## config.mk

```make
export PLATFORM = sky130hd
export DESIGN_NAME = cfg_guard_seq
export DESIGN_NICKNAME = d
export VERILOG_FILES = /design/src/rtl/cfg_guard_seq.sv
export SDC_FILE = /design/constraint.sdc
export NUM_CORES = 1
export LEC_CHECK = 0
export BUFFER_PORTS_ARGS = -buffer_cell sky130_fd_sc_hd__buf_4
export CORE_ASPECT_RATIO = 1.1
export CORE_UTILIZATION = 54
export DETAILED_ROUTE_END_ITERATION = 10
export PLACE_DENSITY = 0.95
export SYNTH_ARGS = -nofsm -noshare
export SYNTH_HDL_FRONTEND = slang
export SYNTH_SLANG_ARGS = --single-unit
```

## constraint.sdc

```tcl
create_clock -name clk -period 3.8 [get_ports clk]
set_input_delay 0.76 -clock clk [delete_from_list [all_inputs] [get_ports clk]]
set_output_delay 0.76 -clock clk [all_outputs]
set_load 0.05 [all_outputs]
```

## src/rtl/cfg_guard_seq.sv

```systemverilog
`timescale 1ns/1ps
module cfg_guard_seq #(
  parameter logic [6:0]  DEV_ID   = 7'h50,
  parameter logic [15:0] REG_ADDR = 16'hFFFF,
  parameter logic [7:0]  INIT_IMG = 8'h00
) (
  input  logic       clk,
  input  logic       rst_n,
  input  logic       ev_start,
  input  logic       ev_stop,
  input  logic       ev_byte,
  input  logic [7:0] rx_byte,
  input  logic       ev_rdreq,
  input  logic       nv_busy,
  output logic       ack_vld,
  output logic       ack_ok,
  output logic       rd_vld,
  output logic [7:0] rd_data,
  output logic       store_go,
  output logic [7:0] store_img,
  output logic [7:0] cfg_q
);
  localparam logic [7:0] KEEP_MASK = 8'hF9;
  localparam logic [7:0] ARM1_CODE = 8'h02;
  localparam logic [7:0] ARM2_CODE = 8'h06;

  typedef enum logic [2:0] {
    S_IDLE, S_DEV, S_AHI, S_ALO, S_DATA, S_HOLD, S_RDATA, S_IGN
  } phase_t;

  phase_t     st;
  logic       armed, hi_ok, wr_arm, reg_arm;
  logic [7:0] pimg, pend;

  wire sel_ok = (rx_byte[7:1] == DEV_ID) && !nv_busy && (!rx_byte[0] || armed);

  assign cfg_q = pimg | {5'b0, reg_arm, wr_arm, 1'b0};

  always_ff @(posedge clk) begin
    if (!rst_n) begin
      st        <= S_IDLE;
      armed     <= 1'b0;
      hi_ok     <= 1'b0;
      wr_arm    <= 1'b0;
      reg_arm   <= 1'b0;
      pimg      <= INIT_IMG & KEEP_MASK;
      pend      <= 8'h00;
      ack_vld   <= 1'b0;
      ack_ok    <= 1'b0;
      rd_vld    <= 1'b0;
      rd_data   <= 8'h00;
      store_go  <= 1'b0;
      store_img <= 8'h00;
    end else begin
      ack_vld  <= 1'b0;
      ack_ok   <= 1'b0;
      rd_vld   <= 1'b0;
      store_go <= 1'b0;
      if (ev_start) begin
        armed <= (st == S_DATA);
        st    <= S_DEV;
      end else if (ev_stop) begin
        if (st == S_HOLD) begin
          if (wr_arm && reg_arm) begin
            pimg      <= pend & KEEP_MASK;
            store_img <= pend & KEEP_MASK;
            store_go  <= 1'b1;
            wr_arm    <= 1'b0;
            reg_arm   <= 1'b0;
          end else if (pend == ARM1_CODE) begin
            wr_arm <= 1'b1;
          end else if (pend == ARM2_CODE && wr_arm) begin
            reg_arm <= 1'b1;
          end
        end
        armed <= 1'b0;
        st    <= S_IDLE;
      end else if (ev_byte) begin
        ack_vld <= 1'b1;
        case (st)
          S_DEV: begin
            armed <= 1'b0;
            if (sel_ok) begin
              ack_ok <= 1'b1;
              st     <= rx_byte[0] ? S_RDATA : S_AHI;
            end else begin
              st <= S_IGN;
            end
          end
          S_AHI: begin
            ack_ok <= 1'b1;
            hi_ok  <= (rx_byte == REG_ADDR[15:8]);
            st     <= S_ALO;
          end
          S_ALO: begin
            ack_ok <= 1'b1;
            st     <= (hi_ok && rx_byte == REG_ADDR[7:0]) ? S_DATA : S_IGN;
          end
          S_DATA: begin
            ack_ok <= 1'b1;
            pend   <= rx_byte;
            st     <= S_HOLD;
          end
          S_RDATA: st <= S_IGN;
          default: ack_ok <= 1'b0;
        endcase
      end else if (ev_rdreq && st == S_RDATA) begin
        rd_vld  <= 1'b1;
        rd_data <= cfg_q;
        st      <= S_IDLE;
      end
    end
  end
endmodule


```

==> results of run 1 <==
[synthesized netlist by cell type (3+ instances only)]
library cell  number
a21oi_1            3
mux2i_1           17
o21a_1             5
nor2b_1            3
a22o_1             6
nor3_1             3
inv_1              5
buf_4             13
nand4_1            4
nand2_1            3
dfxtp_1           33
nor2_1            22
[kinds of logic after synthesis]
family	Yosys count	synth area share, %
AO/OA/AOI/OAI	26	13.3
buffers and inverters	22	9.10
flip-flops	33	44.9
multiplexers	17	11.6
other	1	0.255
AND/OR/NAND/NOR	53	20.9
[report_power, final]
| part | leakage (uW) | switching, uW | internal (uW) | total (uW) |
|---|---|---|---|---|
| Clock | 0.0000413 | 113 | 107 | 220 |
| Combinational | 0.000416 | 24.3 | 17.2 | 41.4 |
| Sequential | 0.000266 | 4.63 | 347 | 352 |
| Total | 0.000723 | 142 | 472 | 614 |
[worst min-delay path, cell delays in order, from the launching register on]
cell and delay (ns):
dfxtp_1 0.34, mux2i_1 0.07, nor2_1 0.08
[stage by stage]
step           area (sq um)  setup slack, ns
6_report               1780             1.98
3_5_place_dp           1710             1.64
3_3_place_gp           1710             1.79
2_1_floorplan          1480             2.07
4_1_cts                1780             1.99
5_1_grt                1780             1.86
[area by class of cell]
type	instances	share of cell area (%)
Multi-Input combinational cell	98	38.3
Timing Repair Buffer	41	17.3
Sequential cell	33	37.2
Inverter	5	1.06
Clock inverter	1	0.282
Tap cell	31	2.18
Clock buffer	7	3.66
[registers in the layout, indices dropped and copies added (netlist names)]
| register | count |
|---|---|
| pend | 8 |
| rd_data | 8 |
| pimg | 6 |
| st | 3 |
| ack_ok | 1 |
| ack_vld | 1 |
| armed | 1 |
| hi_ok | 1 |
| rd_vld | 1 |
| reg_arm | 1 |
| store_go | 1 |
| wr_arm | 1 |
[how the worst max path moves through the flow]
stage	startpoint	end	slack, ns	depth (start not counted)
3_5_place_dp	ev_stop	rd_data[3]	1.64	6
5_1_grt	st[0]	rd_data[3]	1.86	5
3_3_place_gp	ev_stop	pend[3]	1.79	5
6_report	st[0]	rd_data[3]	1.98	5
4_1_cts	st[0]	rd_data[3]	1.99	5
2_1_floorplan	ev_stop	rd_data[3]	2.07	5
[routing by layer]
metal	up-vias	share of wire, %	track usage [%]
met2	43	52	40.1
li1	595	-	-
met3	4	5.0	6.50
met4	0	1.3	9.27
met5	-	0	0
met1	587	42	28.2
==> results.tsv, run 1 <==
metric	value	unit
routabilityCongestion	0.844	
instances_no_fill	216	
path_delay_family	simple AND/OR/NAND/NOR gates	
clock-sinks	33	
core_area	2540	sq um
tritoncts	yes	
p_leak	0.000723	uW
grt_max_degree	21	
port_buffers	40	
crit_type	register to register	
maxSlewHeadroom	56.6	%
wl_per_cell	14.3	microns
cts_max_path_buffers	2	
drt_iter0_drc	24	
ioPinCount	43	
drv_slew	0	
fin_nets	199	
first_global_vias	1154	
setup_viol	0	
required	3.99	ns
ys_warn_count	0	
netlist_area	1470	sq um
max_cap_violations	0	
initial_core_util	57.8	%
power_density	345	nW/um^2
firstDrtPassIters	4	
max_clock_freq	550	MHz
whs	0.510	ns
holdCritPathClass	register to register	
fillCellCount	215	
cts_setup_buffers	0	
clockRootBuffer	clkbuf_4	
synth.distinct_cells	38	
wirelength	3.09	mm
final_common_cell	buf_4	
hold_buffers	0	
dp_cells	208	
viasPerCell	5.69	
worstMarginPinSlew	0.651	ns
r2r_start	st[0]	
rows	19	
rrSetupSlack	1.98	ns
ys_top_cells_by_area	dfxtp_1 (45%), mux2i_1 (12%), buf_4 (6.6%), nor2_1 (5.6%), a22o_1 (3.6%)	
fin_crit	1.82	ns
dpl.hpwl	2.39	mm
synth_edf_count	0	
synth.top_cell.area_share	44.9	%
r2r_end	rd_data[3]	
ant_nets	0	
worst_hold_path.num_cells	2	
outcome	completed	
avgSynthCellArea	9.68	sq um
final_cell_mix	buf_4 (41), dfxtp_1 (33), nor2_1 (22)	
ctsHtreeMaxLevel	2	
register_area	661	sq um
post-route-util	69.8	%
antenna_found_initial	0	
die_h	56.7	microns
holdPathEnd	rd_data[0]	
max_stage_delay	0.47	ns
crit_arrival	2.01	ns
diodes	0	
clkTransAtPathRegs	0.10	ns
yosysTopAreaCell	dfxtp_1	
rsz0062_at_grt	no	
crit_chain	nor3_2, nor4b_2, buf_4, mux2i_1, nor2_1	
area_delta_synth_final	20.7	%
ctsResizeCount	0	
path_buf_inv	1	
cts_buffers	5	
grt_pass1_wl	5.11	mm
die_area	2940	sq um
worst-path-max-fanout	14	
clk_latency	0.33	ns
slowest_stage	dfxtp_1	
gr-total-overflow	0	
drive_gt1_share	28.6	%
irDropWorstVdd	0.237	mV
grt_util_all_layers	23.9	%
via_count	1229	
finalCritPeriodShare	47.9	%
ys_seq_area_share	44.9	%
multiInputGateArea	681	sq um
start_kind	register	
async_flop_share	0	%
finalPower	614	uW
critPathCaptureType	register	
synth-seq-cells	33	
netlist_instances	152	
clock_skew	0.00753	ns
finalHoldViolations	0	
ys.flop_type	dfxtp_1	
drc	0	
die_w	51.8	microns
setup_tns	0	ns
rr_worst_depth	5	
hold_start	rd_data[0]	
No activity file was read; power rests on OpenSTA's default activity.
==> run 2: changes to the inputs <==
--- a/config.mk
+++ b/config.mk
@@ -7,9 +7,9 @@
 export LEC_CHECK = 0
 export BUFFER_PORTS_ARGS = -buffer_cell sky130_fd_sc_hd__buf_4
 export CORE_ASPECT_RATIO = 1.1
-export CORE_UTILIZATION = 54
+export CORE_UTILIZATION = 50
 export DETAILED_ROUTE_END_ITERATION = 10
-export PLACE_DENSITY = 0.95
+export PLACE_DENSITY = 0.9
 export SYNTH_ARGS = -nofsm -noshare
 export SYNTH_HDL_FRONTEND = slang
 export SYNTH_SLANG_ARGS = --single-unit
==> constraint.sdc (replaced) <==
create_clock -name clk -period 1.7 [get_ports clk]
set_input_delay 0.34 -clock clk [delete_from_list [all_inputs] [get_ports clk]]
set_output_delay 0.34 -clock clk [all_outputs]
set_load 0.05 [all_outputs]
==> results.tsv, run 2 (synthesis results as in run 1) <==
metric	value	unit	change
outcome	completed		unchanged
internal_power	1170	uW	was 472 uW
rrSetupSlack	0.16	ns	was 1.98 ns
endpoint	rd_data[7]		was rd_data[3]
final_area	1840	sq um	was 1780 sq um
p_sw_share	21.6	%	was 23.2%
finalCritPeriodShare	90.4	%	was 47.9%
setup_ws	0.163	ns	was 1.98 ns
via_count	1243		was 1229
setup_tns	0	ns	unchanged
max_clock_freq	651	MHz	was 550 MHz
grt_max_degree	17		was 21
required	1.93	ns	was 3.99 ns
gr-total-overflow	0		unchanged
ctsHtreeMaxLevel	2		unchanged
drc	0		unchanged
crit_type	register to register		unchanged
r2r_end	rd_data[7]		was rd_data[3]
cp_num_cells	5		unchanged
wirelength	3.06	mm	was 3.09 mm
path_buf_inv	2		was 1
cts_max_path_buffers	2		unchanged
first_global_vias	1132		was 1154
grt_pass1_wl	4.91	mm	was 5.11 mm
ctsResizeCount	0		unchanged
crit_chain	inv_1, nor4b_2, buf_4, mux2i_1, nor2_1		was nor3_2, nor4b_2, buf_4, mux2i_1, nor2_1
max_stage_delay	0.49	ns	was 0.47 ns
holdCritPathClass	primary input to register		was register to register
worstMarginPinSlew	0.580	ns	was 0.651 ns
rsz0062_at_grt	no		unchanged
port_buffers	40		unchanged
clk_latency	0.34	ns	was 0.33 ns
viasPerCell	5.60		was 5.69
p_switching	322	uW	was 142 uW
cts_buffers	5		unchanged
pwr-share-clk	40.7	%	was 35.9%
grt_util_all_layers	21.6	%	was 23.9%
firstDrtPassIters	5		was 4
die_area	3160	sq um	was 2940 sq um
routabilityCongestion	0.842		was 0.844
irDropWorstVdd	0.642	mV	was 0.237 mV
initial_core_util	53.0	%	was 57.8%
pwr-share-seq	52.2	%	was 57.3%
worst-path-max-fanout	9		was 14
diodes	0		unchanged
clockRootBuffer	clkbuf_4		unchanged
path_delay_family	flip-flops		was simple AND/OR/NAND/NOR gates
p_comb_share	7.1	%	was 6.8%
area_delta_synth_final	24.8	%	was 20.7%
final_cell_mix	buf_4 (44), dfxtp_1 (33), nor2_1 (22)		was buf_4 (41), dfxtp_1 (33), nor2_1 (22)
hold_buffers	0		unchanged
maxSlewHeadroom	60.8	%	was 56.6%
max_cap_violations	0		unchanged
crit_arrival	1.77	ns	was 2.01 ns
tritoncts	yes		unchanged
die_h	58.9	microns	was 56.7 microns
critPathCaptureType	register		unchanged
rows	20		was 19
finalHoldViolations	0		unchanged
ioPinCount	43		unchanged
clkTransAtPathRegs	0.10	ns	about the same
slowest_stage	dfxtp_1		unchanged
place_area	1750	sq um	was 1710 sq um
start_kind	register		unchanged
place_worst_setup_slack	0.112	ns	was 1.64 ns
wl_per_cell	13.8	microns	was 14.3 microns
power_density	813	nW/um^2	was 345 nW/um^2
clock_skew	0.00780	ns	was 0.00753 ns
drt_iter0_drc	22		was 24
drive_gt1_share	29.6	%	was 28.6%
rr_worst_depth	5		unchanged
die_w	53.7	microns	was 51.8 microns
dpl.hpwl	2.28	mm	was 2.39 mm
drv_slew	0		unchanged
setup_viol	0		unchanged
p_leak	0.000751	uW	was 0.000723 uW
antenna_found_initial	0		unchanged
fin_nets	203		was 199
clock-sinks	33		unchanged
core_area	2780	sq um	was 2540 sq um
ant_nets	0		unchanged
final_common_cell	buf_4		unchanged
crit_start	st[1]		was st[0]
r2r_start	st[1]		was st[0]
fin_crit	1.54	ns	was 1.82 ns
cts_setup_buffers	0		unchanged
reg.largest.list	pend: 8 flops, rd_data: 8 flops, pimg: 6 flops		unchanged
run 2: worst min path at each step:
stage          startpoint          to  slack [ns]  depth (start not counted)
6_report            rst_n      rd_vld        0.24                          2
5_1_grt             rst_n      rd_vld        0.23                          2
4_1_cts             rst_n      rd_vld        0.23                          2
3_5_place_dp   rd_data[6]  rd_data[6]        0.48                          2
3_3_place_gp   rd_data[7]  rd_data[7]        0.47                          2
2_1_floorplan     pend[1]     pend[1]        0.45                          2
run 2: layout make-up:
| class | count | area (sq um) |
|---|---|---|
| fillers | 219 | 941 |
| multi-input cells | 98 | 681 |
| flip-flops and latches | 33 | 661 |
| repair buffers | 45 | 350 |
| clock buffers | 7 | 55.1 |
| well taps | 33 | 41.3 |
| clock inverters | 1 | 30.0 |
| inverters | 5 | 18.8 |
run 2: stage by stage:
stage | util [%] | hold WS, ns | instances | power [uW]
floorplan | - | 0.452 | 153 | 856
global placement | 63.1 | 0.474 | 214 | 900
detailed placement | 63.1 | 0.482 | 214 | 902
CTS | 66.1 | 0.229 | 222 | 1510
global route | 66.1 | 0.230 | 222 | 1550
finish | 66.1 | 0.237 | 222 | 1490
run 2: power groups by stage:
stage          registers, uW  logic [uW]  clock network (uW)
5_1_grt                  780         114                 659
2_1_floorplan            800        56.1                   0
4_1_cts                  779         105                 621
6_report                 780         105                 608
3_3_place_gp             797         103                   0
3_5_place_dp             797         104                   0
run 2: worst reg2reg max path: cells and delay by family, from the launching register on:
kind	cells	cell delay (ns)
DFF	1	0.49
buffers and inverters	2	0.38
and+or+nand+nor	2	0.33
muxes	1	0.24
run 2: routing by layer:
| layer | up-vias | part of all wire [%] | track usage (%) |
|---|---|---|---|
| met2 | 50 | 48 | 34.2 |
| li1 | 603 | - | - |
| met5 | - | 0 | 0 |
| met1 | 581 | 44 | 25.2 |
| met3 | 9 | 6.0 | 8.53 |
| met4 | 0 | 1.9 | 9.77 |
==> run 3: changes to the inputs <==
--- a/config.mk
+++ b/config.mk
@@ -7,9 +7,12 @@
 export LEC_CHECK = 0
 export BUFFER_PORTS_ARGS = -buffer_cell sky130_fd_sc_hd__buf_4
 export CORE_ASPECT_RATIO = 1.1
-export CORE_UTILIZATION = 50
+export CORE_MARGIN = 2
+export CORE_UTILIZATION = 53
+export CTS_BUF_LIST = sky130_fd_sc_hd__clkbuf_4 sky130_fd_sc_hd__clkbuf_8
 export DETAILED_ROUTE_END_ITERATION = 10
-export PLACE_DENSITY = 0.9
+export GPL_ROUTABILITY_DRIVEN = 0
+export PLACE_DENSITY = 0.93
 export SYNTH_ARGS = -nofsm -noshare
 export SYNTH_HDL_FRONTEND = slang
 export SYNTH_SLANG_ARGS = --single-unit
==> results.tsv, run 3 (synthesis results as in run 1) <==
metric	value	unit	change
outcome	completed		unchanged
crit_arrival	1.77	ns	about the same
grt_max_degree	14		was 17
finalCritPeriodShare	89.3	%	was 90.4%
finalHoldViolations	0		unchanged
ctsHtreeMaxLevel	2		unchanged
max_clock_freq	659	MHz	was 651 MHz
tritoncts	yes		unchanged
port_buffers	40		unchanged
die_h	59.3	microns	was 58.9 microns
reg.largest.list	pend: 8 flops, rd_data: 8 flops, pimg: 6 flops		unchanged
die_w	54.2	microns	was 53.7 microns
area_delta_synth_final	24.0	%	was 24.8%
final_cell_mix	buf_4 (45), dfxtp_1 (32), nor2_1 (22)		was buf_4 (44), dfxtp_1 (33), nor2_1 (22)
max_stage_delay	0.51	ns	was 0.49 ns
final_common_cell	buf_4		unchanged
ant_nets	0		unchanged
crit_start	st[1]		unchanged
firstDrtPassIters	4		was 5
max_cap_violations	0		unchanged
endpoint	rd_data[6]		was rd_data[7]
irDropWorstVdd	0.613	mV	was 0.642 mV
crit_chain	inv_1, nor4b_2, buf_4, mux2i_1, nor2_1		unchanged
crit_type	register to register		unchanged
power_density	820	nW/um^2	was 813 nW/um^2
initial_core_util	54.4	%	was 53.0%
holdCritPathClass	primary input to register		unchanged
post-route-util	67.5	%	was 66.1%
viasPerCell	5.68		was 5.60
setup_viol	0		unchanged
grt_util_all_layers	23.0	%	was 21.6%
drv_slew	0		unchanged
grt_pass1_wl	5.34	mm	was 4.91 mm
fin_nets	203		unchanged
fillCellCount	214		was 219
fin_crit	1.52	ns	was 1.54 ns
gr-total-overflow	0		unchanged
hold_buffers	0		unchanged
diodes	0		unchanged
drt_iter0_drc	58		was 22
clock_skew	0.00623	ns	was 0.00780 ns
rows	20		unchanged
cts_buffers	5		unchanged
first_global_vias	1194		was 1132
r2r_end	rd_data[6]		was rd_data[7]
start_kind	register		unchanged
rsz0062_at_grt	no		unchanged
cts_setup_buffers	0		unchanged
cts_max_path_buffers	2		unchanged
core_area	2700	sq um	was 2780 sq um
rrSetupSlack	0.18	ns	was 0.16 ns
p_leak	0.000744	uW	was 0.000751 uW
required	1.95	ns	was 1.93 ns
rr_worst_depth	5		unchanged
drc	0		unchanged
drive_gt1_share	30.7	%	was 29.6%
worst-path-max-fanout	9		unchanged
dpl.hpwl	2.56	mm	was 2.28 mm
clockRootBuffer	clkbuf_4		unchanged
antenna_found_initial	0		unchanged
die_area	3210	sq um	was 3160 sq um
ioPinCount	43		unchanged
slowest_stage	dfxtp_1		unchanged
wirelength	3.36	mm	was 3.06 mm
clkTransAtPathRegs	0.11	ns	was 0.10 ns
setup_tns	0	ns	unchanged
clock-sinks	33		unchanged
wl_per_cell	15.1	microns	was 13.8 microns
critPathCaptureType	register		unchanged
clk_latency	0.34	ns	about the same
r2r_start	st[1]		unchanged
via_count	1260		was 1243
run 3: changes by cell type in the layout (fill, tap and decap cells not counted), sizes merged:
cell	delta
clkbuf	-2
clkinv	+1
clkinvlp	+1
run 3: where the power goes:
part,switching (uW),leakage [uW],internal [uW],total (uW)
combinational,64.8,0.000436,44.0,109
clock,296,0.0000414,311,607
sequential,3.95,0.000267,777,781
total,364,0.000744,1130,1500
run 3: worst min path at each step:
stage / start / to / slack [ns] / cells past startpoint
floorplan: pend[1] / pend[1] / 0.45 / 2
finish: rst_n / rd_vld / 0.23 / 2
global route: rst_n / rd_vld / 0.24 / 2
global placement: pend[1] / pend[1] / 0.47 / 2
detailed placement: pend[1] / pend[1] / 0.49 / 2
CTS: rst_n / rd_vld / 0.23 / 2
run 3: worst max-delay path: cells and delay by family (launching register included):
family | cells | cell delay (ns)
DFF | 1 | 0.51
buffers and inverters | 2 | 0.38
muxes | 1 | 0.21
and+or+nand+nor | 2 | 0.33
run 3: layout make-up:
cell class | count | area [sq um] | area share (%)
Inverter | 5 | 18.8 | 1.03
Multi-Input combinational cell | 98 | 681 | 37.3
Clock inverter | 3 | 46.3 | 2.54
Sequential cell | 33 | 662 | 36.3
Clock buffer | 5 | 37.5 | 2.06
Timing Repair Buffer | 45 | 338 | 18.5
Tap cell | 33 | 41.3 | 2.26
run 3: layer usage:
| layer | vias to the layer above | wire (microns) | GRT usage [%] |
|---|---|---|---|
| met5 | - | 0 | 0 |
| met4 | 0 | 70 | 11.1 |
| met3 | 9 | 188 | 5.81 |
| met2 | 47 | 1670 | 37.2 |
| met1 | 600 | 1430 | 28.0 |
| li1 | 604 | - | - |
run 3: metrics by stage:
stage	std cells	instance area, sq um	setup WS (ns)	total power (uW)	hold WS, ns
after detailed placement	214	1740	0.0842	905	0.489
after global routing	222	1820	0.0574	1530	0.240
after global placement	214	1740	0.159	900	0.473
final	222	1820	0.182	1500	0.233
after CTS	222	1820	0.109	1500	0.232
after floorplan	153	1480	0.344	856	0.452
run 3: timing repair:
action | CTS | global route
resized for setup | 0 | 1
endpoints found under the setup margin | 0 | 6
hold endpoints to repair | 0 | 0
